**src/rtl/pfu_pkg.sv**
```systemverilog
package pfu_pkg;
   localparam int CODE_W  = 10;
   localparam int IDX_W   = 3;
   localparam int RIGHT_W = 3;

   localparam logic [RIGHT_W-1:0] RT_R   = 3'b001;
   localparam logic [RIGHT_W-1:0] RT_W   = 3'b010;
   localparam logic [RIGHT_W-1:0] RT_X   = 3'b100;
   localparam logic [RIGHT_W-1:0] RT_ALL = 3'b111;

   typedef enum logic [1:0] {
      KIND_LOAD  = 2'b00,
      KIND_STORE = 2'b01,
      KIND_FETCH = 2'b10,
      KIND_BOTH  = 2'b11
   } kind_e;

   function automatic logic [31:0] pack_codes(
      input logic [3:0] c0, input logic [3:0] c1, input logic [3:0] c2, input logic [3:0] c3,
      input logic [3:0] c4, input logic [3:0] c5, input logic [3:0] c6, input logic [3:0] c7);
      return {c7, c6, c5, c4, c3, c2, c1, c0};
   endfunction

   // Permission fault code by access index row and permission column.
   function automatic logic [3:0] lookup_code(input logic [IDX_W-1:0] idx, input logic [2:0] perm);
      logic [31:0] row;
      case (idx)
         3'd0:    row = pack_codes(0, 0, 0, 0, 8, 0, 12, 12);
         3'd1:    row = pack_codes(0, 0, 0, 0, 8, 0, 0, 0);
         3'd2:    row = pack_codes(8, 8, 0, 0, 0, 8, 12, 12);
         3'd3:    row = pack_codes(8, 8, 0, 0, 0, 8, 0, 0);
         3'd4:    row = pack_codes(8, 0, 8, 0, 8, 8, 12, 12);
         3'd5:    row = pack_codes(8, 0, 8, 0, 8, 0, 8, 0);
         3'd6:    row = pack_codes(8, 8, 8, 0, 8, 8, 12, 12);
         default: row = pack_codes(8, 8, 8, 0, 8, 8, 8, 0);
      endcase
      return row[perm*4 +: 4];
   endfunction

   function automatic logic [RIGHT_W-1:0] lookup_rights(input logic user, input logic [2:0] perm);
      logic [RIGHT_W-1:0] r;
      case (perm)
         3'd0:    r = RT_R;
         3'd1:    r = RT_R | RT_W;
         3'd2:    r = RT_R | RT_X;
         3'd3:    r = RT_ALL;
         3'd4:    r = RT_X;
         3'd5:    r = user ? RT_R : (RT_R | RT_W);
         3'd6:    r = user ? 3'b000 : (RT_R | RT_X);
         default: r = user ? 3'b000 : RT_ALL;
      endcase
      return r;
   endfunction
endpackage

```
**src/rtl/pfu_perm_check.sv**
```systemverilog
module pfu_perm_check
   import pfu_pkg::*;
(
   input  logic [1:0]          kind,
   input  logic                user,
   input  logic [2:0]          perm,
   input  logic                modified,
   input  logic                nofault,
   input  logic [CODE_W-1:0]   walk_code,
   output logic [IDX_W-1:0]    acc_idx,
   output logic [CODE_W-1:0]   code,
   output logic [RIGHT_W-1:0]  rights
);
   logic [3:0]         tbl_code;
   logic               suppress;
   logic [RIGHT_W-1:0] granted;

   always_comb begin
      acc_idx  = {kind[0], kind[1], ~user};
      tbl_code = lookup_code(acc_idx, perm);
      suppress = user && nofault;
      granted  = lookup_rights(user, perm);
      if (walk_code != '0)
         code = walk_code;
      else if (suppress)
         code = '0;
      else
         code = CODE_W'(tbl_code);
      rights = modified ? granted : (granted & ~RT_W);
   end

   always_comb begin
      if (walk_code == '0 && suppress)
         assert_nofault_user_R2 : assert (code == '0);
   end
endmodule

```
**src/rtl/pfu_fault_status.sv**
```systemverilog
module pfu_fault_status
   import pfu_pkg::*;
#(
   parameter int VA_W      = 32,
   parameter int PAGE_BITS = 12
)(
   input  logic              clk,
   input  logic              rst_n,
   input  logic              flt_valid,
   input  logic [CODE_W-1:0] flt_entry,
   input  logic [VA_W-1:0]   flt_addr,
   input  logic              sts_read,
   output logic [CODE_W-1:0] fsr_q,
   output logic [VA_W-1:0]   far_q
);
   localparam logic [CODE_W-1:0] OV_FLAG = CODE_W'(1);

   logic [CODE_W-1:0] base;

   always_comb begin
      base = (fsr_q != '0 && !sts_read) ? OV_FLAG : '0;
   end

   always_ff @(posedge clk or negedge rst_n) begin
      if (!rst_n) begin
         fsr_q <= '0;
         far_q <= '0;
      end else if (flt_valid) begin
         fsr_q <= base | flt_entry;
         far_q <= {flt_addr[VA_W-1:PAGE_BITS], {PAGE_BITS{1'b0}}};
      end else if (sts_read) begin
         fsr_q <= '0;
      end
   end

   assert_valid_set_R6 : assert property (@(posedge clk) disable iff (!rst_n)
      flt_valid |=> fsr_q[1]);
   assert_overflow_R6 : assert property (@(posedge clk) disable iff (!rst_n)
      flt_valid && !sts_read && fsr_q != '0 |=> fsr_q[0]);
   assert_read_clear_R10 : assert property (@(posedge clk) disable iff (!rst_n)
      sts_read && !flt_valid |=> fsr_q == '0);
   assert_fault_wins_R11 : assert property (@(posedge clk) disable iff (!rst_n)
      sts_read && flt_valid |=> fsr_q[1] && !fsr_q[0]);
   assert_far_hold_R7 : assert property (@(posedge clk) disable iff (!rst_n)
      !flt_valid |=> $stable(far_q));
endmodule

```
**src/rtl/pfu_resp_stage.sv**
```systemverilog
module pfu_resp_stage
   import pfu_pkg::*;
#(
   parameter bit REGISTERED = 1'b1
)(
   input  logic               clk,
   input  logic               rst_n,
   input  logic               in_valid,
   input  logic [RIGHT_W-1:0] in_rights,
   input  logic [CODE_W-1:0]  in_code,
   input  logic               in_fault,
   input  logic               in_trap,
   input  logic               in_fetch,
   output logic               out_valid,
   output logic [RIGHT_W-1:0] out_rights,
   output logic [CODE_W-1:0]  out_code,
   output logic               out_fault,
   output logic               out_trap,
   output logic               out_fetch
);
   generate
      if (REGISTERED) begin : g_reg
         always_ff @(posedge clk or negedge rst_n) begin
            if (!rst_n) begin
               out_valid  <= 1'b0;
               out_rights <= '0;
               out_code   <= '0;
               out_fault  <= 1'b0;
               out_trap   <= 1'b0;
               out_fetch  <= 1'b0;
            end else begin
               out_valid  <= in_valid;
               out_rights <= in_valid ? in_rights : '0;
               out_code   <= in_valid ? in_code : '0;
               out_fault  <= in_valid && in_fault;
               out_trap   <= in_valid && in_trap;
               out_fetch  <= in_valid && in_trap && in_fetch;
            end
         end
         assert_rsp_latency_R12 : assert property (@(posedge clk) disable iff (!rst_n)
            in_valid |=> out_valid);
      end else begin : g_comb
         always_comb begin
            out_valid  = in_valid;
            out_rights = in_valid ? in_rights : '0;
            out_code   = in_valid ? in_code : '0;
            out_fault  = in_valid && in_fault;
            out_trap   = in_valid && in_trap;
            out_fetch  = in_valid && in_trap && in_fetch;
         end
      end
   endgenerate
endmodule

```
**src/rtl/perm_fault_unit.sv**
```systemverilog
module perm_fault_unit
   import pfu_pkg::*;
#(
   parameter int VA_W      = 32,
   parameter int PAGE_BITS = 12,
   parameter bit RSP_REG   = 1'b1
)(
   input  logic               clk,
   input  logic               rst_n,
   input  logic               req_valid,
   input  logic [VA_W-1:0]    req_vaddr,
   input  logic [1:0]         req_kind,
   input  logic               req_user,
   input  logic [9:0]         req_walk_code,
   input  logic [2:0]         req_perm,
   input  logic               req_modified,
   input  logic               cfg_nofault,
   input  logic               cfg_traps_en,
   input  logic               sts_read,
   output logic               rsp_valid,
   output logic [2:0]         rsp_rights,
   output logic [9:0]         rsp_code,
   output logic               rsp_fault,
   output logic               rsp_trap,
   output logic               rsp_trap_fetch,
   output logic [9:0]         fsr_data,
   output logic [VA_W-1:0]    far_data
);
   localparam int IDX_SHIFT = 5;

   generate
      if (VA_W <= PAGE_BITS) begin : g_bad_va
         $error("VA_W must exceed PAGE_BITS");
      end
      if (CODE_W < IDX_SHIFT + IDX_W) begin : g_bad_code
         $error("status record too narrow for access index");
      end
   endgenerate

   logic [IDX_W-1:0]   acc_idx;
   logic [CODE_W-1:0]  code;
   logic [RIGHT_W-1:0] page_rights;
   logic               fault;
   logic               excused;
   logic [RIGHT_W-1:0] final_rights;
   logic               trap;
   logic [CODE_W-1:0]  entry;

   pfu_perm_check u_check (
      .kind      (req_kind),
      .user      (req_user),
      .perm      (req_perm),
      .modified  (req_modified),
      .nofault   (cfg_nofault),
      .walk_code (req_walk_code),
      .acc_idx   (acc_idx),
      .code      (code),
      .rights    (page_rights)
   );

   always_comb begin
      fault   = req_valid && (code != '0);
      excused = cfg_nofault || !cfg_traps_en;
      trap    = fault && !excused;
      if (!fault)
         final_rights = page_rights;
      else if (excused)
         final_rights = RT_ALL;
      else
         final_rights = '0;
      entry = code | (CODE_W'(acc_idx) << IDX_SHIFT) | CODE_W'(2);
   end

   pfu_fault_status #(.VA_W(VA_W), .PAGE_BITS(PAGE_BITS)) u_status (
      .clk       (clk),
      .rst_n     (rst_n),
      .flt_valid (fault),
      .flt_entry (entry),
      .flt_addr  (req_vaddr),
      .sts_read  (sts_read),
      .fsr_q     (fsr_data),
      .far_q     (far_data)
   );

   pfu_resp_stage #(.REGISTERED(RSP_REG)) u_resp (
      .clk        (clk),
      .rst_n      (rst_n),
      .in_valid   (req_valid),
      .in_rights  (final_rights),
      .in_code    (code),
      .in_fault   (fault),
      .in_trap    (trap),
      .in_fetch   (req_kind[1]),
      .out_valid  (rsp_valid),
      .out_rights (rsp_rights),
      .out_code   (rsp_code),
      .out_fault  (rsp_fault),
      .out_trap   (rsp_trap),
      .out_fetch  (rsp_trap_fetch)
   );

   assert_trap_no_rights_R9 : assert property (@(posedge clk) disable iff (!rst_n)
      rsp_trap |-> rsp_rights == '0);
   assert_excused_full_R8 : assert property (@(posedge clk) disable iff (!rst_n)
      rsp_fault && !rsp_trap |-> rsp_rights == RT_ALL);

   generate
      if (RSP_REG) begin : g_chk_reg
         assert_write_gated_R4 : assert property (@(posedge clk) disable iff (!rst_n)
            rsp_valid && !rsp_fault && !$past(req_modified) |-> !rsp_rights[1]);
         assert_walk_priority_R5 : assert property (@(posedge clk) disable iff (!rst_n)
            req_valid && req_walk_code != '0 |=> rsp_code == $past(req_walk_code));
      end
   endgenerate
endmodule

```
**config.mk**
```make
export PLATFORM = sky130hd
export DESIGN_NAME = perm_fault_unit
export DESIGN_NICKNAME = d
export VERILOG_FILES = /design/src/rtl/pfu_pkg.sv /design/src/rtl/pfu_perm_check.sv /design/src/rtl/pfu_fault_status.sv /design/src/rtl/pfu_resp_stage.sv /design/src/rtl/perm_fault_unit.sv
export SDC_FILE = /design/constraint.sdc
export NUM_CORES = 1
export LEC_CHECK = 0
export BUFFER_PORTS_ARGS = -buffer_cell sky130_fd_sc_hd__buf_2
export CAP_MARGIN = 15
export CORE_MARGIN = 5
export CORE_UTILIZATION = 40
export CTS_CLUSTER_DIAMETER = 120
export DETAILED_ROUTE_END_ITERATION = 8
export GPL_ROUTABILITY_DRIVEN = 0
export PLACE_DENSITY = 0.86
export RECOVER_POWER = 25
export SLEW_MARGIN = 20
export SYNTH_ARGS = -nofsm -noshare
export SYNTH_HDL_FRONTEND = slang
export SYNTH_SLANG_ARGS = --single-unit
export TNS_END_PERCENT = 30
```
**constraint.sdc**
```tcl
create_clock -name clk -period 1.05 [get_ports clk]
set_input_delay 0.105 -clock clk [delete_from_list [all_inputs] [get_ports clk]]
set_output_delay 0.105 -clock clk [all_outputs]
set_load 0.01 [all_outputs]
```
# Word level (Yosys, flattened, before mapping)

Index checks and enable logic that the tools add are counted.

$add $sub $neg: 0
Multiply operators: 0
Divide/modulo/power cells: 0
Order comparisons: 0
Equal/unequal tests: 12
Shift operators: 1
Muxes and demuxes: 15
Bitwise operators: 3
Reductions and logical operators: 17

Operator list:

| kind                 | count |
|---|---|
| $pmux W32 S7         | 1 |
| $mux W10             | 4 |
| $shiftx A32 B6 Y4    | 1 |
| $reduce_bool A10 Y1  | 3 |
| $pmux W3 S7          | 1 |
| $eq A3 B3 Y1 const B | 6 |
| $mux W3              | 5 |
| $eq A3 B2 Y1 const B | 4 |
| $or A10 B10 Y10      | 1 |
| $or A10 B8 Y10       | 1 |
| $logic_and A1 B1 Y1  | 7 |
| $eq A3 B1 Y1 const B | 2 |
| $logic_not A3 Y1     | 2 |
| $mux W2              | 2 |
| $mux W4              | 1 |
| $logic_not A1 Y1     | 3 |
| $reduce_bool A2 Y1   | 1 |
| $logic_or A1 B1 Y1   | 1 |
| $mux W1              | 1 |
| $not A1 Y1           | 1 |

Register bits after elaboration: 47
Bits in latches: 0
RAM bits: 0
Bits in read-only memories: 0
Bits of input ports: 55
Output and inout bits: 59
Memories: 0

# Longest topological paths before layout

Word-level depth: 11
Depth in mapped cells: 8

# Modules after synthesis

A second synthesis with hierarchy kept.

Cell total of the unflattened synthesis: 179
Area, all modules: 2080.7 µm²

By module, submodules not included:

| module           | instances | cells an instance | area each (µm²) | seq. area each (µm²) |
|---|---|---|---|---|
| pfu_fault_status | 1         | 101               | 1248.7          | 750.7 |
| pfu_resp_stage   | 1         | 34                | 551.8           | 425.4 |
| pfu_perm_check   | 1         | 30                | 162.7           | 0.0 |
| perm_fault_unit  | 1         | 14                | 117.6           | 0.0 |

# Least setup slack after synthesis

Ideal clock, no wire load.

Path kind: input -> register
From: input port req_walk_code[9]
To: register u_status.far_q[13]
Data arrival time: 1.979 ns
Data required time: 0.925 ns
Slack: -1.054 ns
Stages: 8
Buffers on the path: 2
Cells stage by stage: or4_4 nor2_2 or3b_4 a21oi_4 or2b_1 buf_6 buf_12 mux2_4

Longest elaborated chain between the ends: 4

RTL lines:

| element               | line                   | text |
|---|---|---|
| from (decl)           | perm_fault_unit.sv:14  | `input logic [9:0] req_walk_code,` |
| $reduce_bool A10 Y1   | pfu_perm_check.sv:23   | `if (walk_code != '0)` |
| $mux W10 *            | pfu_perm_check.sv:23   |  |
| $reduce_bool A10 Y1 * | perm_fault_unit.sv:62  | `fault = req_valid && (code != '0);` |
| $logic_and A1 B1 Y1 * | perm_fault_unit.sv:62  |  |
| to (signal assigned)  | pfu_fault_status.sv:30 | `far_q <= {flt_addr[VA_W-1:PAGE_BITS], {PAGE_BITS{1'b0}}};` |
| to (decl)             | pfu_fault_status.sv:14 | `output logic [VA_W-1:0] far_q` |

Every way passes the cells marked *; elsewhere a longest branch is shown, timed or not.
A chain may end at the register's enable or synchronous reset.

# Worst setup path after layout

From: input port req_walk_code[9]
To: register u_status.far_q[16]

The elaborated chain is that of the path after synthesis.

==> results.py <==
metrics = {
    "run": {
        "cap_violations": 0,
    },
    "route": {
        "vias": 1571,
        "vias_per_cell": 4.54,
        "routed_wirelength_mm": 5.07,
        "drtIter0Drc": 16,
        "avgRoutedWirePerCell_um": 14.7,
        "dr.pass1.iters": 4,
        "drc": 0,
        "ant_nets": 0,
    },
    "worst_setup_path": {
        "critical-path-max-stage-delay_ns": 0.53,
        "path_cells": "buf_6 -> or4_4 -> nor2_4 -> or3b_4 -> a21oi_4 -> or2b_4 -> clkbuf_16 -> mux2_4",
        "reg2reg_depth": 4,
        "cp-start-kind": "input port",
        "critPathCaptureType": "flip-flop",
        "path_delay_family": "simple AND/OR/NAND/NOR gates",
        "worstPathArrival_ns": 2.06,
        "slowest_stage": "or4_4",
        "cp.required_ns": 1.23,
        "crit_type": "in -> reg",
        "crit_fanout": 10,
        "path_buf_inv": 2,
        "cp.depth": 8,
    },
    "cells_and_area": {
        "syn_to_final_growth_pct": 45.3,
        "final-seq-area_um2": 1180,
        "stdcell_area_um2": 2960,
        "fill_cells": 422,
        "final_util_pct": 58.7,
        "antenna_cells": 0,
        "multi_input_area_um2": 754,
        "fin_cells": 346,
        "fin_nets": 330,
        "layout-drive-gt1-share_pct": 56.9,
    },
    "yosys": {
        "synth_cell_types": 36,
        "ys_ff_latch": 47,
        "syn_inst": 150,
        "yosysSeqAreaShare_pct": 57.7,
        "yosys_warnings": 0,
        "syn_area_um2": 2040,
        "syn_area_per_cell_um2": 13.6,
    },
    "sta": {
        "fmax_mhz": 531,
        "setup_violations": 39,
        "finalCritPeriodShare_pct": 179,
        "drv_slew": 0,
        "finClkSkew_ns": 0.00891,
        "slew_headroom_pct": 65.1,
        "period_needed_ns": 1.88,
        "rsz0062_at_grt": "true",
        "setup_ws_ns": -0.834,
        "hold_violations": 0,
        "worst_pin_slew_ns": 0.524,
    },
    "grt": {
        "grt_pass1_vias": 1739,
        "grt_overflow": 0,
        "grt_max_degree": 31,
        "grt_pass1_wl_mm": 7.93,
        "antenna_found_initial": 0,
        "grtUsageTotal_pct": 15.8,
    },
    "clock_tree": {
        "cts_made_buffers": 5,
        "cts.htree.levels": 2,
        "cts_tree": "done",
        "clkLatencyLatePin_ns": 0.29,
        "cts_buffer_depth": 2,
        "cts_num_sinks": 47,
        "cts_root_buffer": "clkbuf_8",
        "clkTransAtPathRegs_ns": 0.08,
    },
    "floorplan": {
        "num_rows": 26,
        "fp.dieW_um": 81.4,
        "fp.dieArea_um2": 6620,
        "io_pins": 114,
        "core-area_um2": 5040,
        "die_h_um": 81.4,
        "initial_utilization_pct": 40.4,
    },
    "power": {
        "powerDensity_nw_per_um2": 1420,
        "power_w": 0.00420,
        "leakagePower_nw": 1.57,
        "ir_drop_v": 0.000596,
    },
    "placement": {
        "dpl_cell_area_um2": 2700,
        "hpwl_mm": 3.87,
        "portBuffers": 89,
        "dpl.cell_count": 332,
    },
    "worst_hold_path": {
        "hp-class": "in -> reg",
        "min_path_cells": 2,
    },
    "outcome": {
        "status": "finished with violations",
        "violations": "setup timing",
    },
}
==> timing repair <==
item | CTS | global route
setup buffers | 2 | 1
pin swaps | 1 | 0
gates cloned | 0 | 1
resized for setup | 16 | 3
hold endpoints to repair | 48 | 0
setup endpoints to repair | 43 | 43
hold buffers | 2 | 0
==> logic make-up (layout without fill, tap and decap cells) <==
logic type / count (synthesis) / count (layout) / synth area share (%)
buf+inv: 22 / 137 / 8.60
other cells: 1 / 12 / 0.184
xor+xnor: 1 / 1 / 0.430
mux: 24 / 24 / 16.3
flops: 47 / 47 / 57.7
compound gates: 20 / 20 / 6.94
simple gates: 35 / 35 / 9.77
==> cell usage in the layout (no fill, tap or decap), types with 5 or more instances in the layout <==
master / instances
a31o_1: 5
and2_0: 6
buf_2: 81
buf_4: 22
buf_6: 14
clkbuf_8: 6
conb_1: 12
dfrtp_1: 47
mux2_4: 20
nand2_1: 7
==> synth_stat cells <==
| master | number | area [µm²] |
|---|---|---|
| a31o_1 | 5 | 43.8 |
| mux2_1 | 2 | 22.5 |
| or2b_1 | 1 | 7.51 |
| or4_4 | 1 | 11.3 |
| conb_1 | 1 | 3.75 |
| nand2b_1 | 1 | 6.26 |
| a21o_1 | 1 | 7.51 |
| nor2_1 | 4 | 15.0 |
| o21ai_1 | 2 | 10.0 |
| a21boi_0 | 1 | 7.51 |
| mux2i_1 | 4 | 40.0 |
| nand3_1 | 2 | 10.0 |
| xnor2_1 | 1 | 8.76 |
| buf_12 | 2 | 40.0 |
| nor4_1 | 2 | 12.5 |
| buf_4 | 12 | 90.1 |
| or3b_4 | 1 | 11.3 |
| nor2b_1 | 3 | 18.8 |
| nor2_2 | 1 | 6.26 |
| a31oi_1 | 2 | 12.5 |
| and3_1 | 1 | 6.26 |
| a21oi_4 | 1 | 16.3 |
| inv_2 | 1 | 3.75 |
| clkbuf_1 | 1 | 3.75 |
| clkinv_1 | 1 | 3.75 |
| o21ai_0 | 2 | 10.0 |
| inv_1 | 3 | 11.3 |
| or4_1 | 1 | 7.51 |
| and2_1 | 8 | 50.1 |
| dfrtp_1 | 47 | 1180 |
| mux2_4 | 18 | 270 |
| buf_6 | 2 | 22.5 |
| nor3_1 | 2 | 10.0 |
| a21oi_1 | 5 | 25.0 |
| o221ai_1 | 1 | 8.76 |
| nand2_1 | 7 | 26.3 |
==> cell type report <==
| cell class | count | area share (%) |
|---|---|---|
| well taps | 70 | 2.96 |
| inverters | 5 | 0.634 |
| multi-input cells | 92 | 25.5 |
| clock inverters | 2 | 1.18 |
| flip-flops and latches | 47 | 39.7 |
| clock buffers | 6 | 2.79 |
| repair buffers | 124 | 27.2 |
==> state kept, by name (all words and copies together), names as in the netlist <==
register           count
u_status.far_q        20
u_resp.out_code       10
u_status.fsr_q        10
u_resp.out_rights      3
u_resp.out_fault       1
u_resp.out_fetch       1
u_resp.out_trap        1
u_resp.out_valid       1
==> final timing paths <==
kind,startpoint,endpoint,slack [ns]
min reg2reg,u_status.far_q[16]$_DFFE_PN0P_,u_status.far_q[16]$_DFFE_PN0P_,0.51
min,req_vaddr[29],u_status.far_q[29]$_DFFE_PN0P_,0.04
max,req_walk_code[9],u_status.far_q[16]$_DFFE_PN0P_,-0.83
max reg2reg,u_status.fsr_q[5]$_DFFE_PN0P_,u_status.fsr_q[0]$_DFFE_PN0P_,-0.20
min in group asynchronous,rst_n,u_resp.out_code[2]$_DFF_PN0_,0.40
max in group asynchronous,rst_n,u_status.fsr_q[9]$_DFFE_PN0P_,0.35
==> metal layers <==
metal / up-vias / GRT usage [%] / wire, µm
li1: 738 / - / -
met1: 757 / 18.5 / 2080
met2: 67 / 27.2 / 2490
met3: 9 / 4.99 / 433
met4: 0 / 4.90 / 72
met5: - / 0 / 0
==> power by group <==
group / switching (W) / internal (W)
Combinational: 0.000379 / 0.000452
Sequential: 0.0000727 / 0.00195
Clock: 0.000576 / 0.000770
Total: 0.00103 / 0.00317
==> through the flow <==
stage	setup slack [ns]	setup TNS [ns]	hold slack, ns
detailed placement	-1.18	-39.38	0.0794
floorplan	-1.05	-32.90	-0.191
finish	-0.834	-26.90	0.0422
CTS	-0.844	-26.94	0.00789
global placement	-1.13	-37.78	0.0869
global route	-0.893	-29.57	0.0312
No activity file was read; power rests on OpenSTA's default activity.
